--- src/rtl/rsx_pkg.sv ---
package rsx_pkg;
  typedef enum logic [2:0] {
    OP_ADD   = 3'd0,
    OP_SUB   = 3'd1,
    OP_ADDI  = 3'd2,
    OP_SEED  = 3'd3,
    OP_LOAD  = 3'd4,
    OP_STORE = 3'd5,
    OP_BRZ   = 3'd6,
    OP_NOP   = 3'd7
  } op_e;

  typedef enum logic [2:0] {
    ST_IDLE, ST_RUN, ST_WB, ST_MW, ST_UNDO, ST_DONE
  } st_e;
endpackage

--- src/rtl/rsx_regfile.sv ---
module rsx_regfile #(
  parameter int NREG = 8,
  parameter int DW   = 16,
  localparam int RW  = $clog2(NREG)
) (
  input  logic            clk,
  input  logic            rst_n,
  input  logic            clr_mask,
  input  logic            li_we,
  input  logic [RW-1:0]   li_idx,
  input  logic [DW-1:0]   li_val,
  input  logic            ex_we,
  input  logic [RW-1:0]   ex_idx,
  input  logic [DW-1:0]   ex_val,
  input  logic [RW-1:0]   a_idx,
  input  logic [RW-1:0]   b_idx,
  input  logic [RW-1:0]   c_idx,
  output logic [DW-1:0]   a_val,
  output logic [DW-1:0]   b_val,
  output logic [DW-1:0]   c_val,
  output logic [NREG-1:0] wmask
);
  logic [DW-1:0] regs_q [NREG];

  always_ff @(posedge clk or negedge rst_n) begin
    if (!rst_n) begin
      for (int i = 0; i < NREG; i++) regs_q[i] <= '0;
      wmask <= '0;
    end else begin
      if (li_we) regs_q[li_idx] <= li_val;
      if (ex_we) begin
        regs_q[ex_idx] <= ex_val;
        wmask[ex_idx]  <= 1'b1;
      end
      if (clr_mask) wmask <= '0;
    end
  end

  assign a_val = regs_q[a_idx];
  assign b_val = regs_q[b_idx];
  assign c_val = regs_q[c_idx];
endmodule

--- src/rtl/rsx_stbuf.sv ---
module rsx_stbuf #(
  parameter int NST = 8,
  parameter int AW  = 8,
  parameter int DW  = 16,
  localparam int CW = $clog2(NST + 1),
  localparam int IW = $clog2(NST)
) (
  input  logic          clk,
  input  logic          rst_n,
  input  logic          clr,
  input  logic          push,
  input  logic [AW-1:0] push_addr,
  input  logic [DW-1:0] push_data,
  input  logic [AW-1:0] lk_addr,
  output logic          lk_hit,
  output logic [DW-1:0] lk_data,
  input  logic [IW-1:0] rd_idx,
  output logic [AW-1:0] rd_addr,
  output logic [DW-1:0] rd_data,
  output logic [CW-1:0] count,
  output logic          full
);
  logic [AW-1:0] addr_q [NST];
  logic [DW-1:0] data_q [NST];
  logic [CW-1:0] cnt_q;

  always_ff @(posedge clk or negedge rst_n) begin
    if (!rst_n) begin
      cnt_q <= '0;
      for (int i = 0; i < NST; i++) begin
        addr_q[i] <= '0;
        data_q[i] <= '0;
      end
    end else if (clr) begin
      cnt_q <= '0;
    end else if (push && !full) begin
      addr_q[cnt_q[IW-1:0]] <= push_addr;
      data_q[cnt_q[IW-1:0]] <= push_data;
      cnt_q <= cnt_q + CW'(1);
    end
  end

  // later slots are younger, so the last match wins
  always_comb begin
    lk_hit  = 1'b0;
    lk_data = '0;
    for (int i = 0; i < NST; i++) begin
      if (CW'(i) < cnt_q && addr_q[i] == lk_addr) begin
        lk_hit  = 1'b1;
        lk_data = data_q[i];
      end
    end
  end

  assign full    = (cnt_q == CW'(NST));
  assign count   = cnt_q;
  assign rd_addr = addr_q[rd_idx];
  assign rd_data = data_q[rd_idx];
endmodule

--- src/rtl/rsx_undo.sv ---
module rsx_undo #(
  parameter int NUN = 8,
  parameter int AW  = 8,
  parameter int DW  = 16,
  localparam int CW = $clog2(NUN + 1),
  localparam int IW = $clog2(NUN)
) (
  input  logic          clk,
  input  logic          rst_n,
  input  logic          clr,
  input  logic          log_en,
  input  logic [AW-1:0] log_addr,
  input  logic [DW-1:0] log_data,
  input  logic [IW-1:0] rd_idx,
  output logic [AW-1:0] rd_addr,
  output logic [DW-1:0] rd_data,
  output logic [CW-1:0] count
);
  logic [AW-1:0] addr_q [NUN];
  logic [DW-1:0] data_q [NUN];
  logic [CW-1:0] cnt_q;
  logic          seen;

  always_comb begin
    seen = 1'b0;
    for (int i = 0; i < NUN; i++)
      if (CW'(i) < cnt_q && addr_q[i] == log_addr) seen = 1'b1;
  end

  always_ff @(posedge clk or negedge rst_n) begin
    if (!rst_n) begin
      cnt_q <= '0;
      for (int i = 0; i < NUN; i++) begin
        addr_q[i] <= '0;
        data_q[i] <= '0;
      end
    end else if (clr) begin
      cnt_q <= '0;
    end else if (log_en && !seen && cnt_q != CW'(NUN)) begin
      addr_q[cnt_q[IW-1:0]] <= log_addr;
      data_q[cnt_q[IW-1:0]] <= log_data;
      cnt_q <= cnt_q + CW'(1);
    end
  end

  assign count   = cnt_q;
  assign rd_addr = addr_q[rd_idx];
  assign rd_data = data_q[rd_idx];
endmodule

--- src/rtl/rsx_fprint.sv ---
module rsx_fprint #(
  parameter int NFP = 8,
  parameter int AW  = 8
) (
  input  logic          clk,
  input  logic          rst_n,
  input  logic          clr,
  input  logic          ld_we,
  input  logic [AW-1:0] ld_addr,
  input  logic [AW-1:0] q_addr,
  output logic          q_hit
);
  logic [AW-1:0]  addr_q [NFP];
  logic [NFP-1:0] vld_q;
  logic [NFP-1:0] free;
  logic [NFP-1:0] grab;

  // one-hot pick of the lowest free slot
  assign free = ~vld_q;
  assign grab = free & (~free + NFP'(1));

  generate
    for (genvar g = 0; g < NFP; g++) begin : g_slot
      always_ff @(posedge clk or negedge rst_n) begin
        if (!rst_n) begin
          vld_q[g]  <= 1'b0;
          addr_q[g] <= '0;
        end else if (clr) begin
          vld_q[g] <= 1'b0;
        end else if (ld_we && grab[g]) begin
          vld_q[g]  <= 1'b1;
          addr_q[g] <= ld_addr;
        end
      end
    end
  endgenerate

  always_comb begin
    q_hit = 1'b0;
    for (int i = 0; i < NFP; i++)
      if (vld_q[i] && addr_q[i] == q_addr) q_hit = 1'b1;
  end
endmodule

--- src/rtl/rsx_replay_unit.sv ---
module rsx_replay_unit
  import rsx_pkg::*;
#(
  parameter int DW   = 16,
  parameter int AW   = 8,
  parameter int NREG = 8,
  parameter int NST  = 8,
  parameter int NUN  = 8,
  parameter int NFP  = 8,
  localparam int RW  = $clog2(NREG)
) (
  input  logic          clk,
  input  logic          rst_n,
  input  logic          li_we,
  input  logic [RW-1:0] li_idx,
  input  logic [DW-1:0] li_val,
  input  logic          fp_we,
  input  logic [AW-1:0] fp_addr,
  input  logic          start,
  input  logic [DW-1:0] fix_val,
  input  logic          ins_valid,
  output logic          ins_ready,
  input  logic [2:0]    ins_op,
  input  logic [RW-1:0] ins_rd,
  input  logic [RW-1:0] ins_rs1,
  input  logic [RW-1:0] ins_rs2,
  input  logic [DW-1:0] ins_imm,
  input  logic [AW-1:0] ins_rec_addr,
  input  logic [DW-1:0] ins_rec_data,
  input  logic          ins_rec_taken,
  input  logic          ins_last,
  output logic          wb_valid,
  input  logic          wb_ready,
  output logic [RW-1:0] wb_idx,
  output logic [DW-1:0] wb_data,
  output logic          mw_valid,
  input  logic          mw_ready,
  output logic [AW-1:0] mw_addr,
  output logic [DW-1:0] mw_data,
  output logic          done,
  output logic          ok
);
  localparam int SCW = $clog2(NST + 1);
  localparam int UCW = $clog2(NUN + 1);
  localparam int SIW = $clog2(NST);
  localparam int UIW = $clog2(NUN);
  localparam int PW  = $clog2(NREG + NST + NUN + 1);

  st_e           st_q;
  logic [PW-1:0] ptr_q;
  logic [DW-1:0] fix_q;
  logic          fail_q, ok_q;

  op_e             op;
  logic            acc, begin_run, live, fail_nx;
  logic [DW-1:0]   a_val, b_val, c_val;
  logic [NREG-1:0] wmask;
  logic [AW-1:0]   ea;
  logic            lk_hit, st_full, in_rd;
  logic [DW-1:0]   lk_data, st_rdata, un_rdata;
  logic [AW-1:0]   st_raddr, un_raddr;
  logic [SCW-1:0]  st_cnt;
  logic [UCW-1:0]  un_cnt;
  logic            ex_we, ex_bad, st_push, un_log;
  logic [DW-1:0]   ex_val;
  logic [PW-1:0]   un_idx;
  logic            wb_left;
  logic [RW-1:0]   wb_cur;

  assign op        = op_e'(ins_op);
  assign ins_ready = (st_q == ST_RUN);
  assign acc       = ins_valid && ins_ready;
  assign begin_run = (st_q == ST_IDLE) && start;
  assign ea        = a_val[AW-1:0] + ins_imm[AW-1:0];
  assign wb_left   = ptr_q < PW'(NREG);
  assign wb_cur    = ptr_q[RW-1:0];
  assign un_idx    = PW'(un_cnt) - PW'(1) - ptr_q;

  // execute one slice entry and judge it against the initial run
  always_comb begin
    ex_we   = 1'b0;
    ex_val  = '0;
    ex_bad  = 1'b0;
    st_push = 1'b0;
    un_log  = 1'b0;
    case (op)
      OP_ADD:  begin ex_we = 1'b1; ex_val = a_val + b_val;   end
      OP_SUB:  begin ex_we = 1'b1; ex_val = a_val - b_val;   end
      OP_ADDI: begin ex_we = 1'b1; ex_val = a_val + ins_imm; end
      OP_SEED: begin ex_we = 1'b1; ex_val = fix_q;           end
      OP_LOAD: begin
        ex_we = 1'b1;
        if (lk_hit)                  ex_val = lk_data;
        else if (ea == ins_rec_addr) ex_val = ins_rec_data;
        else                         ex_bad = 1'b1;
      end
      OP_STORE: begin
        un_log = 1'b1;
        if (ea != ins_rec_addr && in_rd) ex_bad  = 1'b1;
        else if (st_full)                ex_bad  = 1'b1;
        else                             st_push = 1'b1;
      end
      OP_BRZ:  ex_bad = ((a_val == '0) != ins_rec_taken);
      default: ;
    endcase
  end

  assign live    = acc && !fail_q && !ex_bad;
  assign fail_nx = fail_q || ex_bad;

  rsx_regfile #(.NREG(NREG), .DW(DW)) u_rf (
    .clk, .rst_n,
    .clr_mask(begin_run),
    .li_we, .li_idx, .li_val,
    .ex_we(live && ex_we), .ex_idx(ins_rd), .ex_val,
    .a_idx(ins_rs1), .b_idx(ins_rs2), .c_idx(wb_cur),
    .a_val, .b_val, .c_val, .wmask
  );

  rsx_stbuf #(.NST(NST), .AW(AW), .DW(DW)) u_sb (
    .clk, .rst_n,
    .clr(begin_run),
    .push(live && st_push), .push_addr(ea), .push_data(b_val),
    .lk_addr(ea), .lk_hit, .lk_data,
    .rd_idx(ptr_q[SIW-1:0]), .rd_addr(st_raddr), .rd_data(st_rdata),
    .count(st_cnt), .full(st_full)
  );

  rsx_undo #(.NUN(NUN), .AW(AW), .DW(DW)) u_un (
    .clk, .rst_n,
    .clr(begin_run),
    .log_en(acc && un_log), .log_addr(ins_rec_addr), .log_data(ins_rec_data),
    .rd_idx(un_idx[UIW-1:0]), .rd_addr(un_raddr), .rd_data(un_rdata),
    .count(un_cnt)
  );

  rsx_fprint #(.NFP(NFP), .AW(AW)) u_fp (
    .clk, .rst_n,
    .clr(st_q == ST_DONE),
    .ld_we(fp_we), .ld_addr(fp_addr),
    .q_addr(ea), .q_hit(in_rd)
  );

  always_ff @(posedge clk or negedge rst_n) begin
    if (!rst_n) begin
      st_q   <= ST_IDLE;
      ptr_q  <= '0;
      fix_q  <= '0;
      fail_q <= 1'b0;
      ok_q   <= 1'b0;
    end else begin
      case (st_q)
        ST_IDLE: if (start) begin
          st_q   <= ST_RUN;
          fix_q  <= fix_val;
          fail_q <= 1'b0;
          ok_q   <= 1'b0;
        end
        ST_RUN: if (acc) begin
          fail_q <= fail_nx;
          if (ins_last) begin
            ptr_q <= '0;
            if (!fail_nx) begin
              ok_q <= 1'b1;
              st_q <= ST_WB;
            end else begin
              st_q <= ST_UNDO;
            end
          end
        end
        ST_WB: begin
          if (!wb_left) begin
            st_q  <= ST_MW;
            ptr_q <= '0;
          end else if (!wmask[wb_cur] || wb_ready) begin
            ptr_q <= ptr_q + PW'(1);
          end
        end
        ST_MW: begin
          if (ptr_q >= PW'(st_cnt))  st_q  <= ST_DONE;
          else if (mw_ready)         ptr_q <= ptr_q + PW'(1);
        end
        ST_UNDO: begin
          if (ptr_q >= PW'(un_cnt))  st_q  <= ST_DONE;
          else if (mw_ready)         ptr_q <= ptr_q + PW'(1);
        end
        ST_DONE: st_q <= ST_IDLE;
        default: st_q <= ST_IDLE;
      endcase
    end
  end

  assign wb_valid = (st_q == ST_WB) && wb_left && wmask[wb_cur];
  assign wb_idx   = wb_cur;
  assign wb_data  = c_val;
  assign mw_valid = ((st_q == ST_MW)   && ptr_q < PW'(st_cnt)) ||
                    ((st_q == ST_UNDO) && ptr_q < PW'(un_cnt));
  assign mw_addr  = (st_q == ST_UNDO) ? un_raddr : st_raddr;
  assign mw_data  = (st_q == ST_UNDO) ? un_rdata : st_rdata;
  assign done     = (st_q == ST_DONE);
  assign ok       = ok_q;
endmodule

--- config.mk ---
export PLATFORM = sky130hd
export DESIGN_NAME = rsx_replay_unit
export DESIGN_NICKNAME = d
export VERILOG_FILES = /design/src/rtl/rsx_pkg.sv /design/src/rtl/rsx_regfile.sv /design/src/rtl/rsx_stbuf.sv /design/src/rtl/rsx_undo.sv /design/src/rtl/rsx_fprint.sv /design/src/rtl/rsx_replay_unit.sv
export SDC_FILE = /design/constraint.sdc
export NUM_CORES = 2
export LEC_CHECK = 0
export BUFFER_PORTS_ARGS = -buffer_cell sky130_fd_sc_hd__buf_2
export CORE_ASPECT_RATIO = 1.4
export CORE_MARGIN = 5
export CORE_UTILIZATION = 57
export CTS_CLUSTER_SIZE = 12
export DETAILED_ROUTE_END_ITERATION = 8
export GPL_TIMING_DRIVEN = 1
export PLACE_DENSITY_LB_ADDON = 0.05
export RECOVER_POWER = 100
export SETUP_SLACK_MARGIN = 0.05
export SLEW_MARGIN = 20
export SYNTH_ARGS = -nofsm -noshare
export SYNTH_HDL_FRONTEND = slang
export SYNTH_SLANG_ARGS = --single-unit
--- constraint.sdc ---
create_clock -name clk -period 4.98 [get_ports clk]
set_input_delay 0.996 -clock clk [delete_from_list [all_inputs] [get_ports clk]]
set_output_delay 0.996 -clock clk [all_outputs]
set_load 0.05 [all_outputs]
Word-level counts from Yosys, hierarchy flattened
Index checks and enable logic that the tools add are counted.

Register bits: 626. Input bits: 105. Output and inout bits: 48. Logic and storage cells: 403.

$add $sub $neg: 10. $lt $le $gt $ge: 36. Equality and inequality tests: 50. Muxes and demuxes: 137. Bitwise logic cells: 14. Reductions and logical operators: 92.

Operators by type and width (number): bitwise mux 128 bit (4); 2-to-1 mux 16 bit (25); 2-to-1 mux 128 bit (2); binary-select mux 16 bit (select 3 bit) (5); == test 8 bit (25); demux 16 bit (select 3 bit) (4); bitwise mux 64 bit (2); case mux 16 bit (5 select lines) (1); 2-to-1 mux 8 bit (9); 2-to-1 mux 1 bit (56); logical AND 1 bit (52); binary-select mux 8 bit (select 3 bit) (2); demux 8 bit (select 3 bit) (2); 2-to-1 mux 5 bit (7); adder 16 bit (2); >= comparator 4 bit, second input constant (8); less-than comparator 3 x 4 -> 1 bit, first input constant (8); inverter 3 -> 4 bit (8); nonzero test 2 bit (12); AND reduction 2 bit (11); 2-to-1 mux 3 bit (7); case mux 5 bit (4 select lines) (1); logical NOT 16 bit (1); less-than comparator 1 x 4 -> 1 bit, first input constant (4); 42 further kinds (81).

Longest topological paths before layout
Depth in word-level cells: 24. Gate-level depth with buffers: 24. Mapped depth without buffers: 19.

By module
From an unflattened synthesis, not the netlist that was laid out.

Cells, all modules: 3120. Area total of the unflattened synthesis: 38304.2 µm².

By module, submodules not included: rsx_stbuf (instances 1, cells an instance 852, area each 10846.7 µm², seq. area each 4904.7 µm²); rsx_undo (instances 1, cells an instance 645, area each 10253.6 µm², seq. area each 4904.7 µm²); rsx_regfile (instances 1, cells an instance 802, area each 9552.9 µm², seq. area each 3403.3 µm²); rsx_replay_unit (instances 1, cells an instance 556, area each 4157.7 µm², seq. area each 650.6 µm²); rsx_fprint (instances 1, cells an instance 265, area each 3493.4 µm², seq. area each 1801.7 µm²).

Worst setup path before layout
OpenSTA, ideal clock, no wires.

Kind: input-to-reg. Start point: input ins_rs1[0]. End point: register u_sb.data_q[41] (netlist bit). Setup time: 0.128 ns. Arrival time: 6.320 ns. Required time: 4.852 ns. Slack: -1.468 ns. Cell stages on the path: 22. Buffers on the path: 7. Path through: buf_2 -> buf_1 -> mux4_2 -> nand2_1 -> nand2_1 -> ha_1 -> fa_1 -> buf_2 -> xor2_2 -> buf_4 -> buf_2 -> xnor2_1 -> o311ai_1 -> a2111oi_0 -> nand4_1 -> a211oi_2 -> nand2_1 -> o31a_2 -> buf_6 -> nor4_4 -> buf_6 -> mux2_1.

Word-level cells in the longest chain between the ends: 23. Elaborated cells on any way between the ends: 69. Those cells by class: add/sub (1); eq/ne (19); mux (25); bitwise (1); reduce/logical (23).

RTL lines: start, declared (line rsx_replay_unit.sv:25) `input logic [RW-1:0] ins_rs1,`; inverter 3 -> 4 bit (implied by the code) (*) (line rsx_regfile.sv:39) `assign a_val = regs_q[a_idx];`; binary-select mux 16 bit (select 3 bit) (*) (line rsx_regfile.sv:39); 2-to-1 mux 16 bit (implied by the code) (*) (2 in series) (line rsx_regfile.sv:39); adder 8 bit (line rsx_replay_unit.sv:74) `assign ea = a_val[AW-1:0] + ins_imm[AW-1:0];`; == test 8 bit (line rsx_fprint.sv:41) `if (vld_q[i] && addr_q[i] == q_addr) q_hit = 1'b1;`; logical AND 1 bit (line rsx_fprint.sv:41); 2-to-1 mux 1 bit (8 in series) (line rsx_fprint.sv:41); logical AND 1 bit (line rsx_replay_unit.sv:99) `if (ea != ins_rec_addr && in_rd) ex_bad = 1'b1;`; 2-to-1 mux 1 bit (line rsx_replay_unit.sv:99); case mux 1 bit (3 select lines) (line rsx_replay_unit.sv:86) `case (op)`; logical NOT 1 bit (line rsx_replay_unit.sv:108) `assign live = acc && !fail_q && !ex_bad;`; logical AND 1 bit (line rsx_replay_unit.sv:108); logical AND 1 bit (*) (line rsx_replay_unit.sv:123) `.push(live && st_push), .push_addr(ea), .push_data(b_val),`; logical AND 1 bit (*) (line rsx_stbuf.sv:36) `end else if (push && !full) begin`; AND reduction 2 bit (no source line) (*); end signal, assigned by index (line rsx_stbuf.sv:38) `data_q[cnt_q[IW-1:0]] <= push_data;`; end, declared (line rsx_stbuf.sv:24) `logic [DW-1:0] data_q [NST];`.

Mark *: on every way between the ends. The rest lies on a longest branch, timed or not. The select of a mux whose other input is x is not followed. A chain may end at the register's enable or synchronous reset.

Worst setup path in the final report
Start point: input ins_rs1[0]. End point: register u_rf.regs_q[10] (netlist bit).

Word-level cells in the longest chain between the ends: 22. Elaborated cells on any way between the ends: 81. Those cells by class: add/sub (4); eq/ne (19); mux (36); bitwise (1); reduce/logical (21).

RTL lines: inverter 3 -> 4 bit (implied by the code) (*) (line rsx_regfile.sv:39); binary-select mux 16 bit (select 3 bit) (*) (line rsx_regfile.sv:39); 2-to-1 mux 16 bit (implied by the code) (*) (2 in series) (line rsx_regfile.sv:39); adder 8 bit (*) (line rsx_replay_unit.sv:74); via ea[1] (line rsx_replay_unit.sv:58) `logic [AW-1:0] ea;`; == test 8 bit (line rsx_fprint.sv:41); logical AND 1 bit (line rsx_fprint.sv:41); 2-to-1 mux 1 bit (8 in series) (line rsx_fprint.sv:41); logical AND 1 bit (line rsx_replay_unit.sv:99); 2-to-1 mux 1 bit (line rsx_replay_unit.sv:99); case mux 1 bit (3 select lines) (line rsx_replay_unit.sv:86); logical NOT 1 bit (line rsx_replay_unit.sv:108); logical AND 1 bit (line rsx_replay_unit.sv:108); logical AND 1 bit (line rsx_replay_unit.sv:115) `.ex_we(live && ex_we), .ex_idx(ins_rd), .ex_val,`; 2-to-1 mux 128 bit (*) (line rsx_regfile.sv:31) `if (ex_we) begin`; end signal, assigned by index (line rsx_regfile.sv:30) `if (li_we) regs_q[li_idx] <= li_val;`; end signal, assigned by index (line rsx_regfile.sv:32) `regs_q[ex_idx] <= ex_val;`; end, declared (line rsx_regfile.sv:23) `logic [DW-1:0] regs_q [NREG];`.

The timed path passes the listed nets; every way through them passes the cells marked *. The select of a mux whose other input is x is not followed.

==> impl_metrics.csv <==
group,metric,value,unit
die,die_h,320.9,microns
timing,clock_skew,0.02616,ns
drt,drt_pass1_iterations,8,
timing,setup_ws,-0.4162,ns
logic_synthesis,synthCells,3430,
pwr,total_power,31010,uW
placed_design,io_buffers,152,
timing,slew_violations,270,
pwr,switching_share,0.4282,
run_status,violations,"max-capacitance violations, max-slew violations, negative setup slack",
cells_and_area,nFillCells,4930,
logic_synthesis,syn_avg_cell_area,11.47,sq um
clocking,cts_made_buffers,69,
critical_path,crit_slowest_cell,"fa_2",
logic_synthesis,yosysWarningCount,0,
pwr,p_int,17730,uW
logic_synthesis,synthesis.area,39360,sq um
drt,remaining_drc_errors,0,
grt,grt_pass1_wl,220.5,mm
timing,fin_crit_sh,1.084,
clocking,cts.sinks,626,
critical_path,start_kind,"primary input",
cells_and_area,final_cell_count_no_fill,4918,
critical_path,ff2ff_path_depth,22,
drt,drtAntennaViolNets,0,
cells_and_area,nets,4093,
placed_design,dp.cells,4735,
cells_and_area,mostFrequentLayoutCells,"625 x dfrtp_1, 430 x buf_4, 381 x mux2_2",
grt,overflow,0,
drt,wl_met1,50.47,mm
pwr,p_sw,13280,uW
worst_hold_path,min_path_type,"flop to flop",
critical_path,critPathMaxStageDelay,0.63,ns
timing,finalHoldViolCount,0,
die,start_util,0.5725,
placed_design,place_ws,-1.267,ns
logic_synthesis,syn_nets,3575,
pwr,power_frac_clock,0.166,
critical_path,timing.rr.start,"u_rf.regs_q[65]",
timing,rsz0062_at_grt,"true",
die,core_area,68750,sq um
pwr,combPwrFrac,0.589,
critical_path,worst_path_dominant_cell_family,"buffers and inverters",
die,dieArea,74480,sq um
pwr,leakage,0.02194,uW
clocking,cts_tree,"built",
worst_hold_path,whs_endpoint,"fix_q[9]",
grt,grt_max_degree,112,
timing,max_freq,0.1853,GHz
critical_path,criticalPathCategory,"primary input to flop",
critical_path,regToRegSetupSlack,-0.25,ns
die,die_x,232.1,microns
drt,routed_wl,148.4,mm
placed_design,postPlaceCellArea,45660,sq um
clocking,clkSlewWorstSetupHoldPaths,0.06,ns
drt,wl_met3,9.944,mm
logic_synthesis,ys_async_sr_fraction,1.000,
worst_hold_path,hold_start,"fix_q[9]",
grt,grt_pass1_vias,34763,
die,num_rows,114,
critical_path,cp_max_fo,12,
timing,finalSetupViolCount,346,
critical_path,worst-path-buf-inv,11,
cells_and_area,utilization,0.7191,
drt,avgRoutedWirePerCell,30.17,microns
drt,drt_iter0_markers,3134,
critical_path,timing.rr.end,"u_rf.regs_q[10]",
timing,slew_headroom,-0.9465,
critical_path,cp_cell_sequence,"buf_12 > buf_12 > mux4_2 > mux2i_1 > buf_4 > clkinvlp_4 > fa_2 > buf_12 > buf_4 > xnor2_1 > nand2_1 > a211oi_1 > buf_4 > and4_1 > buf_4 > a41oi_1 > a22o_1 > o2111a_2 > buf_12 > buf_6 > nor3_4 > buf_12 > o2111ai_4 > a31oi_1",
pwr,p_seq_frac,0.245,
pwr,irDropWorstVdd,474.3,uV
cells_and_area,post-route-cell-area,49440,sq um
timing,worstMarginPinSlew,2.920,ns
pwr,powerDensity,627.2,nW/um^2
logic_synthesis,yosys_register_bits,626,
logic_synthesis,netlist.area_leader.share,0.3980,
drt,top_layer,"met5",
clocking,htreeDepth,3,
cells_and_area,regArea,15670,sq um
logic_synthesis,synthTopCellsByArea,"dfrtp_1 40%, mux2_2 15%, mux4_2 11%, xnor2_1 2.3%, xor2_1 2.1%",
worst_hold_path,min_path_cells,2,
critical_path,cp.required,5.54,ns
clocking,clockBufferDepth,3,
logic_synthesis,synth_top_area_cell,"dfrtp_1",
drt,met2_length,71.74,mm
cells_and_area,drive_gt1_frac,0.4347,
cells_and_area,layout_commonest_cell,"dfrtp_1",
cells_and_area,syn2layout_area_growth,25.61,%
logic_synthesis,synth_ff_type,"dfrtp_1",
grt,antenna_found_initial,2,
placed_design,gp_congestion,1.019,
logic_synthesis,synth_cell_type_count,101,
drt,avgViaCountPerCell,6.708,
flow_run,maxCapViolCount,5,
cells_and_area,multi_input_area,24110,sq um
clocking,cts_root_buffer,"clkbuf_16",
run_status,outcome,"finished with violations",
logic_synthesis,synth_edf_count,0,
critical_path,cp_common_cell,"buf_12",
critical_path,cp-end-kind,"flop",
grt,track_usage,0.3939,
logic_synthesis,seq_area_frac_synth,0.3980,
timing,min_period,5.396,ns
critical_path,critPathArrivalTime,5.95,ns
placed_design,dpl.hpwl,104.5,mm
drt,routed-via-count,32991,
clocking,clk_latency,0.65,ns
die,io_pins,153,
power groups by stage:
stage	registers [uW]	logic [uW]	clock network, uW
after global routing	7700	19200	5410
final	7590	18300	5150
after floorplan	7120	10300	0
after global placement	7470	16300	0
after detailed placement	7580	16600	0
after CTS	7520	17800	5200
logic make-up after synthesis:
family	synth area share
multiplexers	0.2878
AND/OR/NAND/NOR	0.1058
flip-flops	0.3980
AO/OA/AOI/OAI	0.1066
buffers and inverters	0.03583
XOR/XNOR	0.05265
adder cells (fa/ha/maj)	0.01329
synth_stat cells, drive strengths merged, types with 27 or more instances:
library cell and number:
a211oi 93, a21oi 169, a22oi 35, a31oi 33
buf 103, clkbuf 176, dfrtp 626, ha 37
inv 44, mux2 554, mux2i 72, mux4 194
nand2 199, nand3 56, nand4 27, nor2 169
nor2b 90, nor3 68, nor4 34, o211ai 29
o21ai 84, xnor2 105, xor2 97
area by class of cell:
type / count / share of cell area
Clock inverter: 18 / 0.005441
Sequential cell: 626 / 0.3169
Timing Repair Buffer: 724 / 0.1239
Inverter: 48 / 0.003720
Multi-Input combinational cell: 2479 / 0.4876
Antenna cell: 1 / 0.00005062
Tap cell: 928 / 0.02349
Clock buffer: 94 / 0.03887
tightest hold or removal path, cell delays in order (launching register included):
cell     delay [ns]
dfrtp_1        0.34
nand2_1        0.05
nand2_1        0.05
through the flow:
step | setup TNS, ns | hold WS [ns]
after floorplan | -169.00 | 0.4374
after global placement | -346.79 | 0.4606
after detailed placement | -359.82 | 0.4671
after CTS | -59.88 | 0.4389
after global routing | -141.58 | 0.5117
final | -108.10 | 0.4786
sequential cells by signal, indices dropped and copies added (netlist names):
register and cells:
u_un.count 4, u_un.data_q 128, u_sb.data_q 128, st_q 3, u_fp.addr_q 64, u_sb.addr_q 64, ok 1, fix_q 16
fail_q 1, ptr_q 5, u_fp.vld_q 8, u_un.addr_q 64, u_sb.count 4, u_rf.regs_q 128, u_rf.wmask 8
per-layer routing:
layer | vias up | track usage
met4 | 4 | 0.3321
met1 | 16731 | 0.4419
met3 | 640 | 0.07046
li1 | 13916 | -
met2 | 1700 | 0.6502
met5 | - | 0
worst max-delay path by stage:
stage               start               end  slack (ns)  depth (start not counted)
2_1_floorplan  ins_rs1[0]   u_sb.addr_q[12]       -0.71                         21
4_1_cts        ins_rs1[0]  u_sb.data_q[114]       -0.29                         23
3_5_place_dp   ins_rs2[0]   u_rf.regs_q[60]       -1.27                         20
6_report       ins_rs1[0]   u_rf.regs_q[10]       -0.42                         24
5_1_grt        ins_rs1[0]    u_rf.regs_q[8]       -0.54                         25
3_3_place_gp   ins_rs2[0]  u_rf.regs_q[124]       -1.22                         20
repair_timing:
| action | in CTS | in global routing |
|---|---|---|
| gates cloned | 13 | 1 |
| hold buffers | 0 | 0 |
| setup endpoints to repair | 336 | 337 |
| setup buffers | 48 | 10 |
| gates resized for setup | 176 | 51 |
| pin swaps | 50 | 23 |
No activity file was read; power rests on OpenSTA's default activity.
